$ cat config.mk
export PLATFORM = sky130hd
export DESIGN_NAME = axi_burst_writer
export DESIGN_NICKNAME = d
export VERILOG_FILES = /design/src/rtl/awb_pkg.sv /design/src/rtl/awb_fifo.sv /design/src/rtl/awb_beat_splitter.sv /design/src/rtl/awb_addr_issuer.sv /design/src/rtl/awb_ctrl_timer.sv /design/src/rtl/axi_burst_writer.sv
export SDC_FILE = /design/constraint.sdc
export NUM_CORES = 2
export LEC_CHECK = 0
export ABC_AREA = 1
export BUFFER_PORTS_ARGS = -buffer_cell sky130_fd_sc_hd__buf_2
export CAP_MARGIN = 25
export CORE_MARGIN = 3
export CORE_UTILIZATION = 45
export CTS_BUF_LIST = sky130_fd_sc_hd__clkbuf_16
export DETAILED_ROUTE_END_ITERATION = 6
export PLACE_DENSITY = 0.66
export SYNTH_ARGS = -nofsm -noshare
export SYNTH_HDL_FRONTEND = slang
export SYNTH_SLANG_ARGS = --single-unit
export TNS_END_PERCENT = 100
$ cat constraint.sdc
create_clock -name clk -period 67.1 [get_ports clk]
set_input_delay 13.42 -clock clk [delete_from_list [all_inputs] [get_ports clk]]
set_output_delay 13.42 -clock clk [all_outputs]
set_load 0.02 [all_outputs]
$ cat src/rtl/awb_pkg.sv
package awb_pkg;

  localparam logic [1:0] BURST_INCR = 2'b01;
  localparam logic [1:0] RESP_OKAY  = 2'b00;

  // Size code for a beat of the given byte count (log2 of bytes)
  function automatic logic [2:0] beat_size_code(input int unsigned bytes);
    return 3'($clog2(bytes));
  endfunction

  // Start address of burst number idx, wrapping in the 32-bit space
  function automatic logic [31:0] burst_address(input logic [31:0] base,
                                                input logic [31:0] idx,
                                                input int unsigned burst_bytes);
    logic [63:0] off;
    off = 64'(idx) * 64'(burst_bytes);
    return base + off[31:0];
  endfunction

endpackage

$ cat src/rtl/awb_fifo.sv
module awb_fifo #(
  parameter int W     = 512,
  parameter int DEPTH = 4
) (
  input  logic         clk,
  input  logic         rst_n,
  input  logic         push_valid,
  input  logic [W-1:0] push_data,
  output logic         push_ready,
  output logic         pop_valid,
  output logic [W-1:0] pop_data,
  input  logic         pop
);
  localparam int PW = (DEPTH > 1) ? $clog2(DEPTH) : 1;
  localparam int CW = $clog2(DEPTH + 1);

  logic [W-1:0]  mem [DEPTH];
  logic [PW-1:0] rd_q, wr_q;
  logic [CW-1:0] cnt_q;
  logic          do_push, do_pop;

  function automatic logic [PW-1:0] ptr_next(input logic [PW-1:0] p);
    return (p == PW'(DEPTH - 1)) ? '0 : p + PW'(1);
  endfunction

  assign push_ready = (cnt_q != CW'(DEPTH));
  assign pop_valid  = (cnt_q != '0);
  assign pop_data   = mem[rd_q];
  assign do_push    = push_valid && push_ready;
  assign do_pop     = pop && pop_valid;

  always_ff @(posedge clk) begin
    if (do_push) mem[wr_q] <= push_data;
  end

  always_ff @(posedge clk) begin
    if (!rst_n) begin
      rd_q  <= '0;
      wr_q  <= '0;
      cnt_q <= '0;
    end else begin
      if (do_push) wr_q <= ptr_next(wr_q);
      if (do_pop)  rd_q <= ptr_next(rd_q);
      if (do_push && !do_pop)      cnt_q <= cnt_q + CW'(1);
      else if (do_pop && !do_push) cnt_q <= cnt_q - CW'(1);
    end
  end

  AST_NO_UNDERFLOW: assert property (@(posedge clk) disable iff (!rst_n)
    pop |-> pop_valid);
  AST_HEAD_HELD: assert property (@(posedge clk) disable iff (!rst_n)
    (pop_valid && !pop) |=> (pop_valid && $stable(pop_data)));

endmodule

$ cat src/rtl/awb_beat_splitter.sv
module awb_beat_splitter #(
  parameter int IN_W      = 512,
  parameter int OUT_W     = 256,
  parameter int BURST_LEN = 16
) (
  input  logic             clk,
  input  logic             rst_n,
  input  logic             clear,
  input  logic             word_valid,
  input  logic [IN_W-1:0]  word_data,
  input  logic             allow,
  input  logic             wready,
  output logic             wvalid,
  output logic [OUT_W-1:0] wdata,
  output logic             wlast,
  output logic             word_pop,
  output logic             burst_done
);
  localparam int RATIO  = IN_W / OUT_W;
  localparam int LANE_W = (RATIO > 1) ? $clog2(RATIO) : 1;
  localparam int BEAT_W = (BURST_LEN > 1) ? $clog2(BURST_LEN) : 1;

  logic [BEAT_W-1:0] beat_q;
  logic [LANE_W-1:0] lane_q;
  logic              hs;
  logic              lane_last;

  assign wvalid     = word_valid && allow;
  assign hs         = wvalid && wready;
  assign wlast      = (beat_q == BEAT_W'(BURST_LEN - 1));
  assign lane_last  = (lane_q == LANE_W'(RATIO - 1));
  assign word_pop   = hs && lane_last;
  assign burst_done = hs && wlast;

  generate
    if (RATIO == 1) begin : g_pass
      assign wdata = word_data[OUT_W-1:0];
    end else begin : g_split
      assign wdata = word_data[lane_q*OUT_W +: OUT_W];
    end
  endgenerate

  always_ff @(posedge clk) begin
    if (!rst_n || clear) begin
      beat_q <= '0;
      lane_q <= '0;
    end else if (hs) begin
      beat_q <= wlast ? '0 : beat_q + BEAT_W'(1);
      lane_q <= lane_last ? '0 : lane_q + LANE_W'(1);
    end
  end

  AST_W_HOLD: assert property (@(posedge clk) disable iff (!rst_n)
    (wvalid && !wready) |=> (wvalid && $stable(wdata) && $stable(wlast)));
  AST_WORD_ALIGNED_BURST: assert property (@(posedge clk) disable iff (!rst_n)
    burst_done |-> word_pop);

endmodule

$ cat src/rtl/awb_addr_issuer.sv
module awb_addr_issuer #(
  parameter int ADDR_W      = 32,
  parameter int CNT_W       = 16,
  parameter int BURST_BYTES = 512
) (
  input  logic              clk,
  input  logic              rst_n,
  input  logic              load,
  input  logic [ADDR_W-1:0] base_i,
  input  logic [CNT_W-1:0]  total_i,
  input  logic              busy_i,
  input  logic              burst_done_i,
  input  logic              awready_i,
  output logic              awvalid_o,
  output logic [ADDR_W-1:0] awaddr_o,
  output logic              w_credit_o
);
  import awb_pkg::*;

  logic [ADDR_W-1:0] base_q;
  logic [CNT_W-1:0]  issued_q;
  logic [CNT_W-1:0]  wdone_q;
  logic              aw_hs;

  assign awvalid_o  = busy_i && (issued_q != total_i) && (issued_q == wdone_q);
  assign aw_hs      = awvalid_o && awready_i;
  assign w_credit_o = (issued_q != wdone_q);
  assign awaddr_o   = ADDR_W'(burst_address(32'(base_q), 32'(issued_q), BURST_BYTES));

  always_ff @(posedge clk) begin
    if (!rst_n) begin
      base_q   <= '0;
      issued_q <= '0;
      wdone_q  <= '0;
    end else if (load) begin
      base_q   <= base_i;
      issued_q <= '0;
      wdone_q  <= '0;
    end else begin
      if (aw_hs)        issued_q <= issued_q + CNT_W'(1);
      if (burst_done_i) wdone_q  <= wdone_q + CNT_W'(1);
    end
  end

  AST_AW_HOLD: assert property (@(posedge clk) disable iff (!rst_n)
    (awvalid_o && !awready_i) |=> (awvalid_o && $stable(awaddr_o)));
  AST_ONE_AHEAD: assert property (@(posedge clk) disable iff (!rst_n)
    (issued_q - wdone_q) <= CNT_W'(1));
  AST_DATA_AFTER_ADDR: assert property (@(posedge clk) disable iff (!rst_n)
    burst_done_i |-> w_credit_o);

endmodule

$ cat src/rtl/awb_ctrl_timer.sv
module awb_ctrl_timer #(
  parameter int CNT_W   = 16,
  parameter int TIMER_W = 32
) (
  input  logic               clk,
  input  logic               rst_n,
  input  logic               start_i,
  input  logic [CNT_W-1:0]   burst_count_i,
  input  logic               bvalid_i,
  input  logic [1:0]         bresp_i,
  output logic               bready_o,
  output logic               load_o,
  output logic [CNT_W-1:0]   total_o,
  output logic               busy_o,
  output logic               done_o,
  output logic               error_o,
  output logic [TIMER_W-1:0] cycles_o
);
  import awb_pkg::*;

  logic [CNT_W-1:0]   total_q, bcnt_q;
  logic               busy_q, done_q, err_q;
  logic [TIMER_W-1:0] cyc_q;
  logic               accept, b_hs, last_resp;

  assign accept    = start_i && !busy_q;
  assign load_o    = accept && (burst_count_i != '0);
  assign bready_o  = busy_q;
  assign b_hs      = bvalid_i && busy_q;
  assign last_resp = b_hs && (bcnt_q + CNT_W'(1) == total_q);

  always_ff @(posedge clk) begin
    if (!rst_n) begin
      total_q <= '0;
      bcnt_q  <= '0;
      busy_q  <= 1'b0;
      done_q  <= 1'b0;
      err_q   <= 1'b0;
      cyc_q   <= '0;
    end else if (accept) begin
      total_q <= burst_count_i;
      bcnt_q  <= '0;
      err_q   <= 1'b0;
      cyc_q   <= '0;
      busy_q  <= (burst_count_i != '0);
      done_q  <= (burst_count_i == '0);
    end else if (busy_q) begin
      cyc_q <= cyc_q + TIMER_W'(1);
      if (b_hs) begin
        bcnt_q <= bcnt_q + CNT_W'(1);
        if (bresp_i != RESP_OKAY) err_q <= 1'b1;
      end
      if (last_resp) begin
        busy_q <= 1'b0;
        done_q <= 1'b1;
      end
    end
  end

  assign total_o  = total_q;
  assign busy_o   = busy_q;
  assign done_o   = done_q;
  assign error_o  = err_q;
  assign cycles_o = cyc_q;

  AST_DONE_IDLE: assert property (@(posedge clk) disable iff (!rst_n)
    done_q |-> !busy_q);
  AST_ERR_STICKY: assert property (@(posedge clk) disable iff (!rst_n)
    (err_q && !start_i) |=> err_q);
  AST_TIMER_HELD: assert property (@(posedge clk) disable iff (!rst_n)
    (!busy_q && !start_i) |=> $stable(cyc_q));
  AST_BUSY_KEEPS_COUNT: assert property (@(posedge clk) disable iff (!rst_n)
    (busy_q && start_i) |=> $stable(total_q));

endmodule

$ cat src/rtl/axi_burst_writer.sv
module axi_burst_writer #(
  parameter int IN_W       = 512,
  parameter int AXI_W      = 256,
  parameter int ADDR_W     = 32,
  parameter int BURST_LEN  = 16,
  parameter int CNT_W      = 16,
  parameter int TIMER_W    = 32,
  parameter int FIFO_DEPTH = 4
) (
  input  logic                 clk,
  input  logic                 rst_n,
  input  logic                 start_i,
  input  logic [CNT_W-1:0]     burst_count_i,
  input  logic [ADDR_W-1:0]    base_addr_i,
  input  logic                 in_valid_i,
  input  logic [IN_W-1:0]      in_data_i,
  output logic                 in_ready_o,
  output logic                 awvalid_o,
  input  logic                 awready_i,
  output logic [ADDR_W-1:0]    awaddr_o,
  output logic [7:0]           awlen_o,
  output logic [2:0]           awsize_o,
  output logic [1:0]           awburst_o,
  output logic                 wvalid_o,
  input  logic                 wready_i,
  output logic [AXI_W-1:0]     wdata_o,
  output logic [AXI_W/8-1:0]   wstrb_o,
  output logic                 wlast_o,
  input  logic                 bvalid_i,
  output logic                 bready_o,
  input  logic [1:0]           bresp_i,
  output logic                 busy_o,
  output logic                 done_o,
  output logic                 error_o,
  output logic [TIMER_W-1:0]   cycles_o
);
  import awb_pkg::*;

  localparam int BEAT_BYTES  = AXI_W / 8;
  localparam int BURST_BYTES = BEAT_BYTES * BURST_LEN;

  logic             load, busy, w_credit, burst_done, word_pop;
  logic             fifo_valid;
  logic [IN_W-1:0]  fifo_data;
  logic [CNT_W-1:0] total;

  awb_ctrl_timer #(.CNT_W(CNT_W), .TIMER_W(TIMER_W)) u_ctrl (
    .clk(clk), .rst_n(rst_n), .start_i(start_i), .burst_count_i(burst_count_i),
    .bvalid_i(bvalid_i), .bresp_i(bresp_i), .bready_o(bready_o), .load_o(load),
    .total_o(total), .busy_o(busy), .done_o(done_o), .error_o(error_o),
    .cycles_o(cycles_o)
  );

  awb_fifo #(.W(IN_W), .DEPTH(FIFO_DEPTH)) u_fifo (
    .clk(clk), .rst_n(rst_n), .push_valid(in_valid_i), .push_data(in_data_i),
    .push_ready(in_ready_o), .pop_valid(fifo_valid), .pop_data(fifo_data),
    .pop(word_pop)
  );

  awb_addr_issuer #(.ADDR_W(ADDR_W), .CNT_W(CNT_W), .BURST_BYTES(BURST_BYTES)) u_aw (
    .clk(clk), .rst_n(rst_n), .load(load), .base_i(base_addr_i), .total_i(total),
    .busy_i(busy), .burst_done_i(burst_done), .awready_i(awready_i),
    .awvalid_o(awvalid_o), .awaddr_o(awaddr_o), .w_credit_o(w_credit)
  );

  awb_beat_splitter #(.IN_W(IN_W), .OUT_W(AXI_W), .BURST_LEN(BURST_LEN)) u_split (
    .clk(clk), .rst_n(rst_n), .clear(load), .word_valid(fifo_valid),
    .word_data(fifo_data), .allow(busy && w_credit), .wready(wready_i),
    .wvalid(wvalid_o), .wdata(wdata_o), .wlast(wlast_o), .word_pop(word_pop),
    .burst_done(burst_done)
  );

  assign awlen_o   = 8'(BURST_LEN - 1);
  assign awsize_o  = beat_size_code(BEAT_BYTES);
  assign awburst_o = BURST_INCR;
  assign wstrb_o   = '1;
  assign busy_o    = busy;

  AST_IDLE_QUIET: assert property (@(posedge clk) disable iff (!rst_n)
    !busy |-> (!awvalid_o && !wvalid_o));
  AST_LAST_SEEN_BEFORE_DONE: assert property (@(posedge clk) disable iff (!rst_n)
    $rose(done_o) |-> !busy);

endmodule

==> impl_metrics.py <==
metrics = {
    "pwr": {
        "power_density_nw_per_um2": 29.7,
        "pwr-share-seq": 0.537,
        "netSwitchingFraction": 0.229,
        "p_comb_frac": 0.068,
        "p_int_mw": 2.30,
        "ir_drop_mv": 0.0319,
        "p_sw_mw": 0.685,
        "clkPwrFrac": 0.395,
        "leakage_nw": 35.6,
    },
    "drt": {
        "dr_wl_met2_um": 114000,
        "wirelength_um": 235000,
        "num_vias": 58800,
        "drtPass1Iterations": 7,
        "via_per_inst": 5.53,
        "wl_met1_um": 92700,
        "drt_iter0_drc": 5666,
        "highest_layer": "met5",
        "route.met3.wl_um": 16800,
        "route.detailed.drc": 0,
        "ant_nets": 0,
        "wl_per_cell_um": 22.1,
    },
    "logic_synthesis": {
        "ys.warnings.count": 0,
        "ys_top_cells_by_area": "edfxtp_1 71%, nor2_1 8.5%, o21ai_0 6.5%, dfxtp_1 3.3%, a31oi_1 1.9%",
        "postSynthCellCount": 7103,
        "syn_area_um2": 87100,
        "synth_ff_type": "edfxtp_1",
        "synth_top_area_frac": 0.706,
        "yosysTopAreaCell": "edfxtp_1",
        "yosysMostFrequentCell": "edfxtp_1",
        "synth-async-reset-ratio": 0,
        "ys_ff_latch": 2193,
        "yosys-top-cells-count": "2048 x edfxtp_1, 1974 x nor2_1, 1123 x o21ai_0",
        "synthDistinctLibCells": 46,
        "synth_edf_count": 2048,
        "yosysSeqAreaShare": 0.739,
        "synth.avg_cell_area_um2": 12.3,
    },
    "timing": {
        "worst_slew_pin_slew_ns": 1.20,
        "setup_viol": 0,
        "slew_headroom": 0.198,
        "worst_slack_ns": 47.15,
        "finalMaxSlewViolations": 0,
        "rsz0062_at_grt": "false",
        "setup_tns_ns": 0,
        "clock.fmax_mhz": 50.1,
        "min_period_ns": 19.95,
        "post-route-period-util": 0.297,
        "finalHoldViolations": 0,
        "skew_ns": 0.0695,
    },
    "clocking": {
        "cts_buffers": 217,
        "clk_pin_slew_worst_paths_ns": 0.06,
        "cts_setup_buffers": 0,
        "hold_buffers": 0,
        "cts_resized": 0,
        "cts.sinks": 2193,
        "clockBufferDepth": 3,
        "cts_tree": "done",
        "cts.htree.levels": 4,
        "clock_latency_ns": 0.86,
        "cts_root_buffer": "clkbuf_16",
    },
    "finish": {
        "final_util": 0.527,
        "nets": 8444,
        "layout-drive-gt1-share": 0.163,
        "seqCellArea_um2": 64400,
        "area_delta_synth_final_pct": 15.7,
        "fill_cells": 16000,
        "multi_input_area_um2": 20100,
    },
    "grt": {
        "grt_usage": 0.226,
        "grt_max_degree": 262,
        "grt_pass1_vias": 54300,
        "overflow": 0,
        "antenna_found_initial": 182,
        "grt_pass1_wl_um": 345000,
    },
    "job": {
        "maxCapViolCount": 0,
    },
    "placement": {
        "port_buffers": 896,
        "place_congestion": 0.885,
        "post-place-ws_ns": 48.14,
        "dp_hpwl_um": 142000,
    },
    "setup_path": {
        "worst-setup-path-type": "reg2out",
        "cp.required_ns": 53.68,
        "arrival_ns": 6.53,
        "crit_path_max_fanout": 224,
        "start_kind": "register",
        "end_kind": "primary output",
    },
    "floorplan": {
        "chipHeight_um": 446,
        "dieArea_um2": 199000,
        "core_um2": 191000,
        "num_io_pins": 942,
        "fp-row-count": 160,
        "start_util": 0.456,
        "die_w_um": 446,
    },
    "hold_path": {
        "hold_path.class": "reg2reg",
    },
    "status": {
        "status": "complete, no violations",
    },
}
layout by cell type (no fill, tap or decap), types with 12 or more instances in the layout:
cell type | netlist | layout
dfxtp_1 | 145 | 143
nor2_1 | 1974 | 1970
edfxtp_1 | 2048 | 2048
nor3_1 | 26 | 26
clkbuf_16 | 0 | 218
a21oi_1 | 109 | 109
diode_2 | 0 | 95
xnor2_1 | 21 | 21
clkinv_1 | 1 | 50
o22ai_1 | 257 | 257
xor2_1 | 46 | 46
ha_1 | 27 | 27
inv_2 | 16 | 14
buf_12 | 0 | 12
bufinv_16 | 0 | 18
a31oi_1 | 261 | 261
inv_1 | 134 | 182
nand4_1 | 30 | 30
buf_4 | 59 | 53
o21ai_0 | 1123 | 1123
clkinv_2 | 0 | 43
conb_1 | 2 | 45
nand3_1 | 88 | 88
buf_2 | 106 | 896
nand2_1 | 252 | 252
registers in the layout, indices dropped and copies added (netlist names), named ones only:
register           flops
u_aw.base_q           32
u_aw.issued_q         16
u_aw.wdone_q          16
u_ctrl.bcnt_q         16
u_ctrl.bready_o        1
u_ctrl.cycles_o       32
u_ctrl.done_o          1
u_ctrl.error_o         1
u_ctrl.total_o        16
u_fifo.cnt_q           3
u_fifo.mem          2048
u_fifo.rd_q            2
u_fifo.wr_q            2
u_split.beat_q         4
u_split.lane_last      1
through the flow:
step / cells / total power [mW] / area (um2) / hold slack [ns]
6_report: 10600 / 2.99 / 101000 / 0.453
5_1_grt: 10600 / 3.09 / 101000 / 0.481
4_1_cts: 10500 / 3.01 / 100000 / 0.455
3_5_place_dp: 10100 / 1.83 / 93500 / 0.446
3_3_place_gp: 10100 / 1.83 / 93400 / 0.434
2_1_floorplan: 7146 / 1.81 / 87300 / 0.459
layout make-up:
type,instances,area share
flip-flops and latches,2193,0.639
clock buffers,218,0.0541
clock inverters,184,0.0157
well taps,2511,0.0312
multi-input cells,4318,0.200
inverters,151,0.00585
repair buffers,965,0.0519
diodes,95,0.00236
layer usage:
metal,up-vias,global-route usage
met5,-,0
met4,70,0.116
met3,583,0.0556
met2,2090,0.360
met1,28900,0.289
li1,27100,-
critical path, stage by stage, from the launching register on:
cell	delay, ns
dfxtp_4	0.39
buf_12	0.65
buf_4	0.92
buf_4	0.79
buf_4	0.70
buf_4	0.79
o21ai_0	0.22
o22ai_1	0.23
nor2_1	0.06
a31oi_1	0.32
buf_2	0.23
power by group through the flow:
stage,registers (mW),clock network [mW],logic [mW]
global route,1.61,1.26,0.221
finish,1.60,1.18,0.203
detailed placement,1.63,0,0.203
floorplan,1.70,0,0.110
CTS,1.60,1.20,0.204
global placement,1.63,0,0.199
final timing paths:
kind / slack, ns / cells after the start / end / start
worst max-delay path: 47.15 / 10 / wdata_o[150] / register
worst min-delay path: 0.45 / 2 / u_ctrl.error_o$_SDFFE_PP0P_ / u_ctrl.error_o$_SDFFE_PP0P_
worst min register to register: 0.45 / 2 / u_ctrl.error_o$_SDFFE_PP0P_ / u_ctrl.error_o$_SDFFE_PP0P_
worst max register to register: 61.63 / 9 / u_fifo.mem[3][350]$_DFFE_PP_ / u_fifo.cnt_q[0]$_SDFFE_PN0P_
cell families (layout without fill, tap and decap cells):
| family | after synthesis | count (layout) | share of synthesized area |
|---|---|---|---|
| flops | 2193 | 2193 | 0.739 |
| xor+xnor | 68 | 68 | 0.00701 |
| fa+ha+maj | 29 | 29 | 0.00434 |
| simple gates | 2409 | 2409 | 0.108 |
| other cells | 2 | 140 | 0.0000862 |
| buf+inv | 635 | 1518 | 0.0317 |
| compound gates | 1767 | 1767 | 0.110 |
(Power assumes the default switching activity.)
